==> src/rtl/wdog_pkg.sv <==
package wdog_pkg;

   localparam logic [11:0] OFS_KICK   = 12'h000;
   localparam logic [11:0] OFS_CTL    = 12'h000;
   localparam logic [11:0] OFS_PERIOD = 12'h008;
   localparam logic [11:0] OFS_CMP_LO = 12'h010;
   localparam logic [11:0] OFS_CMP_HI = 12'h014;
   localparam logic [11:0] OFS_IFID   = 12'hFCC;
   localparam logic [11:0] OFS_PARTID = 12'hFD0;

   typedef enum logic {
      FRAME_KICK = 1'b0,
      FRAME_CTL  = 1'b1
   } frame_e;

   typedef struct packed {
      logic ws1;
      logic ws0;
      logic en;
   } wd_status_t;

endpackage

==> src/rtl/wdog_regdec.sv <==
module wdog_regdec
   import wdog_pkg::*;
#(
   parameter int unsigned          ADDR_W   = 12,
   parameter int unsigned          DATA_W   = 32,
   parameter int unsigned          OFF_W    = 32,
   parameter int unsigned          CNT_W    = 64,
   parameter logic [DATA_W-1:0]    IFACE_ID = '0,
   parameter logic [DATA_W-1:0]    PART_ID  = '0
) (
   input  logic                bus_frame,
   input  logic [ADDR_W-1:0]   bus_addr,
   input  logic                bus_wr,
   input  wd_status_t          status,
   input  logic [OFF_W-1:0]    period,
   input  logic [CNT_W-1:0]    cmp,
   output logic                kick,
   output logic                ctl_wr,
   output logic                period_wr,
   output logic [DATA_W-1:0]   rdata
);

   localparam int unsigned EXT_W = 2 * DATA_W;

   logic             in_ctl;
   logic [EXT_W-1:0] cmp_ext;

   assign in_ctl    = (bus_frame == FRAME_CTL);
   assign cmp_ext   = EXT_W'(cmp);
   assign ctl_wr    = bus_wr && in_ctl && (bus_addr == ADDR_W'(OFS_CTL));
   assign period_wr = bus_wr && in_ctl && (bus_addr == ADDR_W'(OFS_PERIOD));
   assign kick      = ctl_wr ||
                      (bus_wr && !in_ctl && (bus_addr == ADDR_W'(OFS_KICK)));

   always_comb begin
      rdata = '0;
      if (bus_addr == ADDR_W'(OFS_IFID)) begin
         rdata = IFACE_ID;
      end else if (bus_addr == ADDR_W'(OFS_PARTID)) begin
         rdata = PART_ID;
      end else if (in_ctl) begin
         case (bus_addr)
            ADDR_W'(OFS_CTL):    rdata = DATA_W'(status);
            ADDR_W'(OFS_PERIOD): rdata = DATA_W'(period);
            ADDR_W'(OFS_CMP_LO): rdata = cmp_ext[DATA_W-1:0];
            ADDR_W'(OFS_CMP_HI): rdata = cmp_ext[EXT_W-1:DATA_W];
            default:             rdata = '0;
         endcase
      end
   end

endmodule

==> src/rtl/wdog_stage.sv <==
module wdog_stage #(
   parameter int unsigned CNT_W     = 64,
   parameter int unsigned OFF_W     = 32,
   parameter bit          HIT_EXACT = 1'b0
) (
   input  logic               clk,
   input  logic               rst_n,
   input  logic [CNT_W-1:0]   cnt,
   input  logic [OFF_W-1:0]   period,
   input  logic               en,
   input  logic               kick,
   output logic [CNT_W-1:0]   cmp_q,
   output logic               ws0_q,
   output logic               ws1_q
);

   logic [CNT_W-1:0] deadline;
   logic             hit;

   // one adder serves both the service reload and the first-stage reload
   assign deadline = cnt + CNT_W'(period);

   generate
      if (HIT_EXACT) begin : g_hit_eq
         assign hit = (cnt == cmp_q);
      end else begin : g_hit_ge
         assign hit = (cnt >= cmp_q);
      end
   endgenerate

   always_ff @(posedge clk or negedge rst_n) begin
      if (!rst_n) begin
         cmp_q <= '0;
         ws0_q <= 1'b0;
         ws1_q <= 1'b0;
      end else if (kick) begin
         cmp_q <= deadline;
         ws0_q <= 1'b0;
      end else if (en && hit) begin
         if (!ws0_q) begin
            ws0_q <= 1'b1;
            cmp_q <= deadline;
         end else begin
            ws1_q <= 1'b1;
         end
      end
   end

endmodule

==> src/rtl/wdog_escalate.sv <==
module wdog_escalate
   import wdog_pkg::*;
#(
   parameter int unsigned       ADDR_W     = 12,
   parameter int unsigned       DATA_W     = 32,
   parameter int unsigned       OFF_W      = 32,
   parameter int unsigned       CNT_W      = 64,
   parameter bit                HIT_EXACT  = 1'b0,
   parameter logic [OFF_W-1:0]  RST_OFFSET = '0,
   parameter logic [DATA_W-1:0] IFACE_ID   = 32'h5744_0101,
   parameter logic [DATA_W-1:0] PART_ID    = 32'h0000_0E5C
) (
   input  logic                clk,
   input  logic                rst_n,
   input  logic [CNT_W-1:0]    sys_cnt,
   input  logic                bus_frame,
   input  logic [ADDR_W-1:0]   bus_addr,
   input  logic                bus_wr,
   input  logic [DATA_W-1:0]   bus_wdata,
   output logic [DATA_W-1:0]   bus_rdata,
   output logic                irq_o,
   output logic                rst_req_o
);

   generate
      if (ADDR_W < 12) begin : g_bad_addr
         $error("wdog_escalate: ADDR_W must cover offset 0xFD0");
      end
      if (OFF_W > CNT_W) begin : g_bad_off
         $error("wdog_escalate: OFF_W must not exceed CNT_W");
      end
      if (CNT_W > 2 * DATA_W) begin : g_bad_cnt
         $error("wdog_escalate: compare must fit in two data words");
      end
      if (OFF_W > DATA_W) begin : g_bad_data
         $error("wdog_escalate: offset must fit in one data word");
      end
   endgenerate

   logic             en_q;
   logic [OFF_W-1:0] off_q;
   logic [CNT_W-1:0] cmp_q;
   logic             ws0_q;
   logic             ws1_q;
   logic             kick;
   logic             ctl_wr;
   logic             period_wr;
   wd_status_t       status;

   assign status = '{ws1: ws1_q, ws0: ws0_q, en: en_q};

   always_ff @(posedge clk or negedge rst_n) begin
      if (!rst_n) begin
         en_q  <= 1'b0;
         off_q <= RST_OFFSET;
      end else begin
         if (ctl_wr)    en_q  <= bus_wdata[0];
         if (period_wr) off_q <= bus_wdata[OFF_W-1:0];
      end
   end

   wdog_regdec #(
      .ADDR_W   (ADDR_W),
      .DATA_W   (DATA_W),
      .OFF_W    (OFF_W),
      .CNT_W    (CNT_W),
      .IFACE_ID (IFACE_ID),
      .PART_ID  (PART_ID)
   ) u_dec (
      .bus_frame (bus_frame),
      .bus_addr  (bus_addr),
      .bus_wr    (bus_wr),
      .status    (status),
      .period    (off_q),
      .cmp       (cmp_q),
      .kick      (kick),
      .ctl_wr    (ctl_wr),
      .period_wr (period_wr),
      .rdata     (bus_rdata)
   );

   wdog_stage #(
      .CNT_W     (CNT_W),
      .OFF_W     (OFF_W),
      .HIT_EXACT (HIT_EXACT)
   ) u_stage (
      .clk    (clk),
      .rst_n  (rst_n),
      .cnt    (sys_cnt),
      .period (off_q),
      .en     (en_q),
      .kick   (kick),
      .cmp_q  (cmp_q),
      .ws0_q  (ws0_q),
      .ws1_q  (ws1_q)
   );

   assign irq_o     = ws0_q;
   assign rst_req_o = ws1_q;

endmodule

==> config.mk <==
export PLATFORM = sky130hd
export DESIGN_NAME = wdog_escalate
export DESIGN_NICKNAME = d
export VERILOG_FILES = /design/src/rtl/wdog_pkg.sv /design/src/rtl/wdog_regdec.sv /design/src/rtl/wdog_stage.sv /design/src/rtl/wdog_escalate.sv
export SDC_FILE = /design/constraint.sdc
export NUM_CORES = 1
export LEC_CHECK = 0
export ABC_AREA = 1
export BUFFER_PORTS_ARGS = -buffer_cell sky130_fd_sc_hd__buf_2
export CORE_UTILIZATION = 55
export CTS_BUF_LIST = sky130_fd_sc_hd__clkbuf_2
export DETAILED_ROUTE_END_ITERATION = 8
export PLACE_DENSITY = 0.77
export SYNTH_ARGS = -nofsm -noshare
export SYNTH_HDL_FRONTEND = slang
export SYNTH_SLANG_ARGS = --single-unit
==> constraint.sdc <==
create_clock -name clk -period 2.9 [get_ports clk]
set_clock_uncertainty 0.15 [all_clocks]
set_input_delay 0.435 -clock clk [delete_from_list [all_inputs] [get_ports clk]]
set_output_delay 0.435 -clock clk [all_outputs]
set_load 0.01 [all_outputs]
Word-level counts from Yosys, hierarchy flattened

Cells that the tools add are included.

Register bits after elaboration: 99
Word-level logic and storage cells: 35

Order comparisons: 1
Reduce and logical (&&, ||, !) cells: 12
Multiplexer cells: 9
Eq/ne operators: 6
Bitwise logic cells: 1
$add $sub $neg: 1

Operators by type and width:

| kind                   | number |
|---|---|
| $mux W64               | 3 |
| $pmux W32 S4           | 1 |
| $mux W32               | 3 |
| $add A64 B32 Y64       | 1 |
| $ge A64 B64 Y1         | 1 |
| $eq A12 B12 Y1 const B | 2 |
| $eq A12 B5 Y1 const B  | 2 |
| $eq A12 B4 Y1 const B  | 1 |
| $logic_not A12 Y1      | 1 |
| $logic_and A1 B1 Y1    | 6 |
| $reduce_and A3 Y1      | 1 |
| $mux W1                | 2 |
| $ne A2 B2 Y1 const B   | 1 |
| $reduce_and A2 Y1      | 1 |
| $reduce_bool A2 Y1     | 1 |
| $logic_not A1 Y1       | 1 |
| $logic_or A1 B1 Y1     | 1 |
| $not A1 Y1             | 1 |

Depth between registers and ports, before layout

Gate-level depths: netlist of run 1.

Depth after elaboration: 6
Depth in mapped cells: 19
Depth with buffers taken out: 18

Hierarchy

Synthesis of run 1 repeated with hierarchy kept, for this count alone.

Cell total of the unflattened synthesis: 1,696
Area total of the unflattened synthesis: 10,442.5 sq um

By module, submodules not included:

| module        | cells an instance | instances | area an instance (sq um) | seq. area each (sq um) |
|---|---|---|---|---|
| wdog_stage    | 1,287             | 1         | 7,882.6                  | 1,651.6 |
| wdog_escalate | 141               | 1         | 1,332.5                  | 825.8 |
| wdog_regdec   | 268               | 1         | 1,227.4                  | 0.0 |

Worst setup path after synthesis of run 1

No wires, ideal clock.

Path kind: input port to flip-flop
Start point: input port sys_cnt[0]
End point: register u_stage.cmp_q[62]
Library setup time: 0.116 ns
Setup slack: 0.596 ns
Required time: 2.634 ns
Cell stages on the path: 16
Arrival time: 2.038 ns
Cells stage by stage: ha_1 > inv_1 > fa_1 > nand3b_1 > nand2_1 > nand2_1 > nand2_1 > nand3_1 > nand2_1 > nand2_1 > nand2_1 > nand2_1 > nand3_1 > nand2_1 > nand2_1 > nand2_1

Word-level cells in the longest chain between the ends: 4

Ends and longest elaborated chain:

| element                                                   | line                               | RTL |
|---|---|---|
| start, declared                                           | wdog_escalate.sv:15                | `input logic [CNT_W-1:0] sys_cnt,` |
| $add A64 B32 Y64 / $ge A64 B64 Y1 (equally long branches) | wdog_stage.sv:21, wdog_stage.sv:27 |  |
| $mux W64 / $logic_and A1 B1 Y1 (equally long branches)    | wdog_stage.sv:40, wdog_stage.sv:39 |  |
| $mux W64 / $reduce_bool A2 Y1 (equally long branches)     | n/a                                |  |
| $mux W64 / $reduce_and A2 Y1 (equally long branches)      | n/a                                |  |
| end signal, assigned                                      | wdog_stage.sv:37                   | `cmp_q <= deadline;` |
| end signal, assigned                                      | wdog_stage.sv:42                   | `cmp_q <= deadline;` |
| end, declared                                             | wdog_stage.sv:12                   | `output logic [CNT_W-1:0] cmp_q,` |

Several ways; a longest one is shown, not always the timed one. The select of a mux whose other input is x is not followed.
A chain may end at the register's enable or synchronous reset.

Worst setup path after layout of run 1

Start point: input port bus_addr[1]
End point: output port bus_rdata[18]

Word-level cells in the longest chain between the ends: 5

Ends and longest elaborated chain:

| element                               | line                | RTL |
|---|---|---|
| start, declared                       | wdog_escalate.sv:17 | `input logic [ADDR_W-1:0] bus_addr,` |
| $eq A12 B5 Y1 (tied with other cells) | wdog_regdec.sv:42   | `case (bus_addr)` |
| $pmux W32 S4                          | wdog_regdec.sv:42   |  |
| $mux W32                              | wdog_regdec.sv:41   | `end else if (in_ctl) begin` |
| $mux W32                              | wdog_regdec.sv:39   | `end else if (bus_addr == ADDR_W'(OFS_PARTID)) begin` |
| $mux W32 (*)                          | wdog_regdec.sv:37   | `if (bus_addr == ADDR_W'(OFS_IFID)) begin` |
| end, declared                         | wdog_escalate.sv:20 | `output logic [DATA_W-1:0] bus_rdata,` |

Every way passes the cells marked *; elsewhere a longest branch is shown, timed or not.

==> results.toml, run 1 <==
[placed_design]
globalplace.congestion = 1.03
place.port_buffers = 145
place_ws_ps = -21.0
hpwl_um = 31800

[finish]
area_delta_synth_final_pct = 18.0
drive_gt1_share_pct = 19.6
final_util_pct = 66.4
layout.nets = 1995

[global_routing]
grt_max_degree = 44
grt_overflow = 0
antenna_found_initial = 1
grt_use_total_pct = 41.1
grt_first_pass_wirelength_um = 61100
grt_pass1_vias = 11131

[worst_setup_path]
crit_path_top_delay_cell = "o21ai_0"
r2r_end = "u_stage.cmp_q[38]"
ff2ff_setup_slack_ps = 100
cp-startpoint = "bus_addr[1]"
worst-setup-path-type = "input pin to output port"
arrival_ps = 2230
crit_path_start_kind = "input pin"
cp_max_fo = 18
end_kind = "output port"
rr_worst_depth = 17
max_stage_delay_ps = 260
crit_top_cell = "nand2_1"
critical_path.cell_chain = "buf_2 -> nor2_1 -> inv_1 -> nor2_1 -> nand2_1 -> inv_1 -> nand2_1 -> nand3_1 -> nand2_1 -> buf_4 -> o21ai_0 -> buf_2"
timing.rr.start = "off_q[0]"
cp.required_ps = 2320

[yosys]
syn_avg_cell_area_sq_um = 6.81
syn_nets = 1756
synthTopCellsByCount = "477 x nand2_1, 232 x inv_1, 151 x nor2_1, 99 x dfrtp_1, 96 x ha_1"
yosysSeqAreaShare_pct = 23.5
synth.distinct_cells = 45
yosys-top-cells-area = "dfrtp_1 24%, nand2_1 17%, ha_1 11%, inv_1 8.3%, nand3_2 5.7%"
syn_area_sq_mm = 0.0105
yosysMostFrequentCell = "nand2_1"
synth_edf_count = 0
synthFlopType = "dfrtp_1"
ys_warn_count = 0
synth_top_area_cell = "dfrtp_1"
synth_seq_cells = 99
async_flop_share_pct = 100
netlist_instances = 1547
netlist.area_leader.share_pct = 23.5

[hold_path]
min_path_type = "input pin to flop"
min_path_cells = 5
hold_start = "sys_cnt[33]"
holdPathEnd = "u_stage.cmp_q[33]"

[timing]
worst_pin_slew_ps = 652
worst_slack_ps = 82.5
layout_min_cycle_time_ps = 2820
relSlewSlack_pct = 56.1
period_share_pct = 97.2
setup_viol = 0
drv_slew = 0
maxClockFrequency_mhz = 355
hold_violations = 0

[power]
peakVddDrop_mv = 0.231
power.density_mw_per_mm2 = 218
p_leak_nw = 6.58

[clock_network]
cts_buffer_depth = 2
numCtsBuffers = 9
cts_sinks = 99
cts_tree = "yes"
clock_latency_ps = 660
path_clk_slew_ps = 320
h-tree-depth = 3
cts-root-buf = "clkbuf_2"

[die]
die_h_um = 140
initial_utilization_pct = 56.3
dieArea_sq_mm = 0.0197
die_x_um = 140
io_pins = 146
fp-row-count = 50
core_area_sq_mm = 0.0187

[run_status]
status = "finished, final reports clean"

[route]
drt-total-wl_um = 39700
wl_per_cell_um = 19.6
dr_total_vias = 11473
drc = 0
drtIter0Drc = 977
ant_nets = 0
drt_pass1_iterations = 5
routed_via_density = 5.66

[job]
cap_violations = 0
logic make-up (layout without fill, tap and decap cells):
logic type | count (synthesis) | count (layout) | synth area share [%]
compound gates | 182 | 182 | 9.48
xor+xnor | 31 | 31 | 2.58
fa+ha+maj | 97 | 97 | 11.6
buf+inv | 269 | 513 | 11.8
flops | 99 | 99 | 23.5
mux | 32 | 32 | 4.49
other cells | 0 | 1 | 0
simple gates | 837 | 837 | 36.5
placed cells by master (no fill, tap or decap), drive strengths merged, types with 3 or more instances in the layout:
cell type	Yosys	layout
o22ai	12	12
and2	3	3
o21a	6	6
buf	27	216
nor4	12	12
dlygate4sd3	0	46
inv	235	238
o21ai	62	62
nand4	22	22
xor2	30	30
nand3	135	135
mux2	32	32
nand2	482	482
nor3	23	23
a221oi	12	12
dfrtp	99	99
a21oi	85	85
ha	96	96
nor2	153	153
clkbuf	7	10
worst max-delay path by stage:
| stage | to | slack [ps] | depth (start not counted) |
|---|---|---|---|
| after global routing | u_stage.cmp_q[38] | -30 | 17 |
| after CTS | u_stage.cmp_q[38] | 60 | 17 |
| after global placement | u_stage.cmp_q[58] | -0.7 | 17 |
| after detailed placement | u_stage.cmp_q[38] | -20 | 17 |
| after floorplan | u_stage.cmp_q[62] | 600 | 16 |
| final | bus_rdata[18] | 80 | 12 |
per-stage QoR:
step	TNS [ps]	area [sq um]	total power, mW	instances	hold slack, ps
6_report	0	12400	2.71	2026	50.0
5_1_grt	-70.4	12400	2.83	2026	8.96
4_1_cts	0	12400	2.70	2022	2.99
3_5_place_dp	-51.1	11800	1.95	1960	311
3_3_place_gp	-0.653	11800	1.94	1960	303
2_1_floorplan	0	10500	1.68	1547	-10.6
metal layers:
metal / vias up / routed length, um / GRT usage (%)
met5: - / 0 / 0
met4: 0 / 1540 / 16.0
met3: 97 / 3250 / 6.77
met2: 551 / 17800 / 66.0
met1: 5340 / 17100 / 55.2
li1: 5485 / - / -
registers in the layout, indices dropped and copies added, names as in the netlist:
name,cells
u_stage.cmp_q,64
off_q,32
en_q,1
u_stage.ws0_q,1
u_stage.ws1_q,1
critical path, delay by kind of cell:
| family | cells | cell delay (ps) |
|---|---|---|
| AO/OA/AOI/OAI | 1 | 260 |
| AND/OR/NAND/NOR | 6 | 770 |
| buffers and inverters | 5 | 750 |
where the power goes:
part,internal (mW),leakage (nW),switching (mW)
Combinational,0.242,5.15,0.348
Sequential,1.40,1.37,0.00897
Clock,0.138,0.0666,0.580
Total,1.78,6.58,0.937
what timing repair did:
| item | 4_1_cts | 5_1_grt |
|---|---|---|
| hold buffers | 46 | 0 |
| endpoints found under the setup margin | 0 | 28 |
| hold endpoints to repair | 102 | 0 |
| gates resized for setup | 0 | 11 |
| buffers inserted | 0 | 3 |
final cells by class:
cell class	count	area (sq um)
multi-input cells	1179	6860
fillers	1661	6280
flip-flops and latches	99	2480
repair buffers	262	1810
inverters	235	882
well taps	234	293
clock inverters	6	56.3
clock buffers	10	50.0
diodes	1	2.50
No activity file was read; power rests on OpenSTA's default activity.
==> run 2: changes to the inputs <==
--- a/config.mk
+++ b/config.mk
@@ -6,7 +6,7 @@
 export NUM_CORES = 1
 export LEC_CHECK = 0
 export ABC_AREA = 1
-export BUFFER_PORTS_ARGS = -buffer_cell sky130_fd_sc_hd__buf_2
+export BUFFER_PORTS_ARGS = -buffer_cell sky130_fd_sc_hd__clkbuf_2
 export CORE_UTILIZATION = 55
 export CTS_BUF_LIST = sky130_fd_sc_hd__clkbuf_2
 export DETAILED_ROUTE_END_ITERATION = 8
==> run 2 against run 1 <==
  * Non-clock buffer count down 11
  * Combinational power down 1%
  * Count of clock-buffer cells in the layout down 1
  * Global-route usage down 1.7 points
  * Critical path type is now flop to flop
==> results.toml, run 2 (synthesis results as in run 1) <==
[worst_setup_path]
end_kind = "flop"
ff2ff_setup_slack_ps = 120
cp_max_fo = 11
timing.rr.start = "u_stage.cmp_q[47]"
cp.required_ps = 3380
crit_path_start_kind = "flop"
cp-startpoint = "u_stage.cmp_q[47]"
r2r_end = "u_stage.cmp_q[18]"
arrival_ps = 3260
rr_worst_depth = 13
crit_path_end = "u_stage.cmp_q[18]"
worst-setup-path-type = "flop to flop"

[clock_network]
h-tree-depth = 3
cts_sinks = 99
numCtsBuffers = 9
cts_buffer_depth = 2
clock_latency_ps = 680
cts-root-buf = "clkbuf_2"
cts_tree = "yes"
path_clk_slew_ps = 330

[finish]
layout.nets = 1984
final_util_pct = 66.2
largest_register_ffs = 64
fillCellCount = 1717
drive_gt1_share_pct = 18.8
multi_input_area_sq_mm = 0.00685
area_delta_synth_final_pct = 17.6
layout_commonest_cell = "nand2_1"
max_flop_register = "u_stage.cmp_q"
final_cell_mix = "473 x nand2_1, 232 x inv_1, 153 x clkbuf_2"
reg_top3 = "u_stage.cmp_q (64), off_q (32)"
seq_area_sq_mm = 0.00248

[placed_design]
place_ws_ps = 37.9
place.port_buffers = 145
hpwl_um = 31100
globalplace.congestion = 1.02

[timing]
layout_min_cycle_time_ps = 2780
drv_slew = 0
maxClockFrequency_mhz = 360
tns_ps = 0
worst_slack_ps = 123
relSlewSlack_pct = 56.5
hold_violations = 0
setup_viol = 0
worst_pin_slew_ps = 653
period_share_pct = 95.8

[global_routing]
antenna_found_initial = 4
grt_pass1_vias = 11023
grt_use_total_pct = 39.4
grt_first_pass_wirelength_um = 58600
grt_max_degree = 43
grt_overflow = 0

[die]
dieArea_sq_mm = 0.0197
io_pins = 146
fp-row-count = 50
core_area_sq_mm = 0.0187
initial_utilization_pct = 56.3
die_x_um = 140
die_h_um = 140

[route]
drc = 0
drtIter0Drc = 913
dr_total_vias = 11435
routed_via_density = 5.67
ant_nets = 0
drt-total-wl_um = 38800
drt_pass1_iterations = 5
wl_per_cell_um = 19.2

[power]
peakVddDrop_mv = 0.209
power.density_mw_per_mm2 = 221
p_leak_nw = 6.53

[hold_path]
min_path_type = "input pin to flop"

[job]
cap_violations = 0

[run_status]
status = "finished, final reports clean"
==> run 2: where the power goes <==
| part | internal [mW] | total, mW | switching [mW] |
|---|---|---|---|
| clock network | 0.142 | 0.751 | 0.609 |
| logic | 0.236 | 0.583 | 0.346 |
| registers | 1.40 | 1.40 | 0.00905 |
==> run 2: stage by stage <==
stage          area [sq um]  power (mW)  hold slack [ps]  cells
4_1_cts               12300        2.73             7.55   2010
3_5_place_dp          11700        1.94              339   1947
6_report              12400        2.74             32.7   2016
2_1_floorplan         10500        1.68            -10.6   1547
5_1_grt               12400        2.85             33.4   2015
3_3_place_gp          11700        1.94              334   1947
==> run 2: worst min path at each step <==
stage                      from                 to  cells after the start
floorplan                 rst_n               en_q                      0
global placement          rst_n  u_stage.cmp_q[41]                      1
detailed placement        rst_n  u_stage.cmp_q[41]                      1
CTS                 sys_cnt[38]  u_stage.cmp_q[38]                      5
global route        sys_cnt[41]  u_stage.cmp_q[41]                      5
finish              sys_cnt[41]  u_stage.cmp_q[41]                      5
==> run 2: final cells by class <==
| class | instances | share of cell area [%] |
|---|---|---|
| Multi-Input combinational cell | 1179 | 55.3 |
| Tap cell | 234 | 2.36 |
| Timing Repair Buffer | 251 | 14.2 |
| Antenna cell | 2 | 0.0404 |
| Clock buffer | 9 | 0.364 |
| Inverter | 235 | 7.12 |
| Clock inverter | 7 | 0.566 |
| Sequential cell | 99 | 20.0 |
==> run 2: critical path, stage by stage (launching register included) <==
cell and delay (ps):
dfrtp_1 450, inv_1 150, ha_1 360, nand4_1 100, nor2_1 330, nand2_1 90
nand2_1 160, a21oi_1 110, nand2_2 150, nand3_4 180, nand2_8 200, clkbuf_16 200
nand2_1 60, nand2_1 50
==> run 2: metal layers <==
layer,wire length (um),global-route usage (%),vias to the layer above
li1,-,-,5451
met5,0,0,-
met2,17700,64.8,585
met4,1340,15.0,0
met1,16300,51.5,5314
met3,3500,6.97,85
==> run 2: timing repair <==
action / CTS / global route
setup endpoints to repair: 0 / 30
endpoints found under the hold margin: 84 / 1
gates resized for setup: 0 / 9
buffers inserted: 0 / 1
hold buffers: 47 / 1
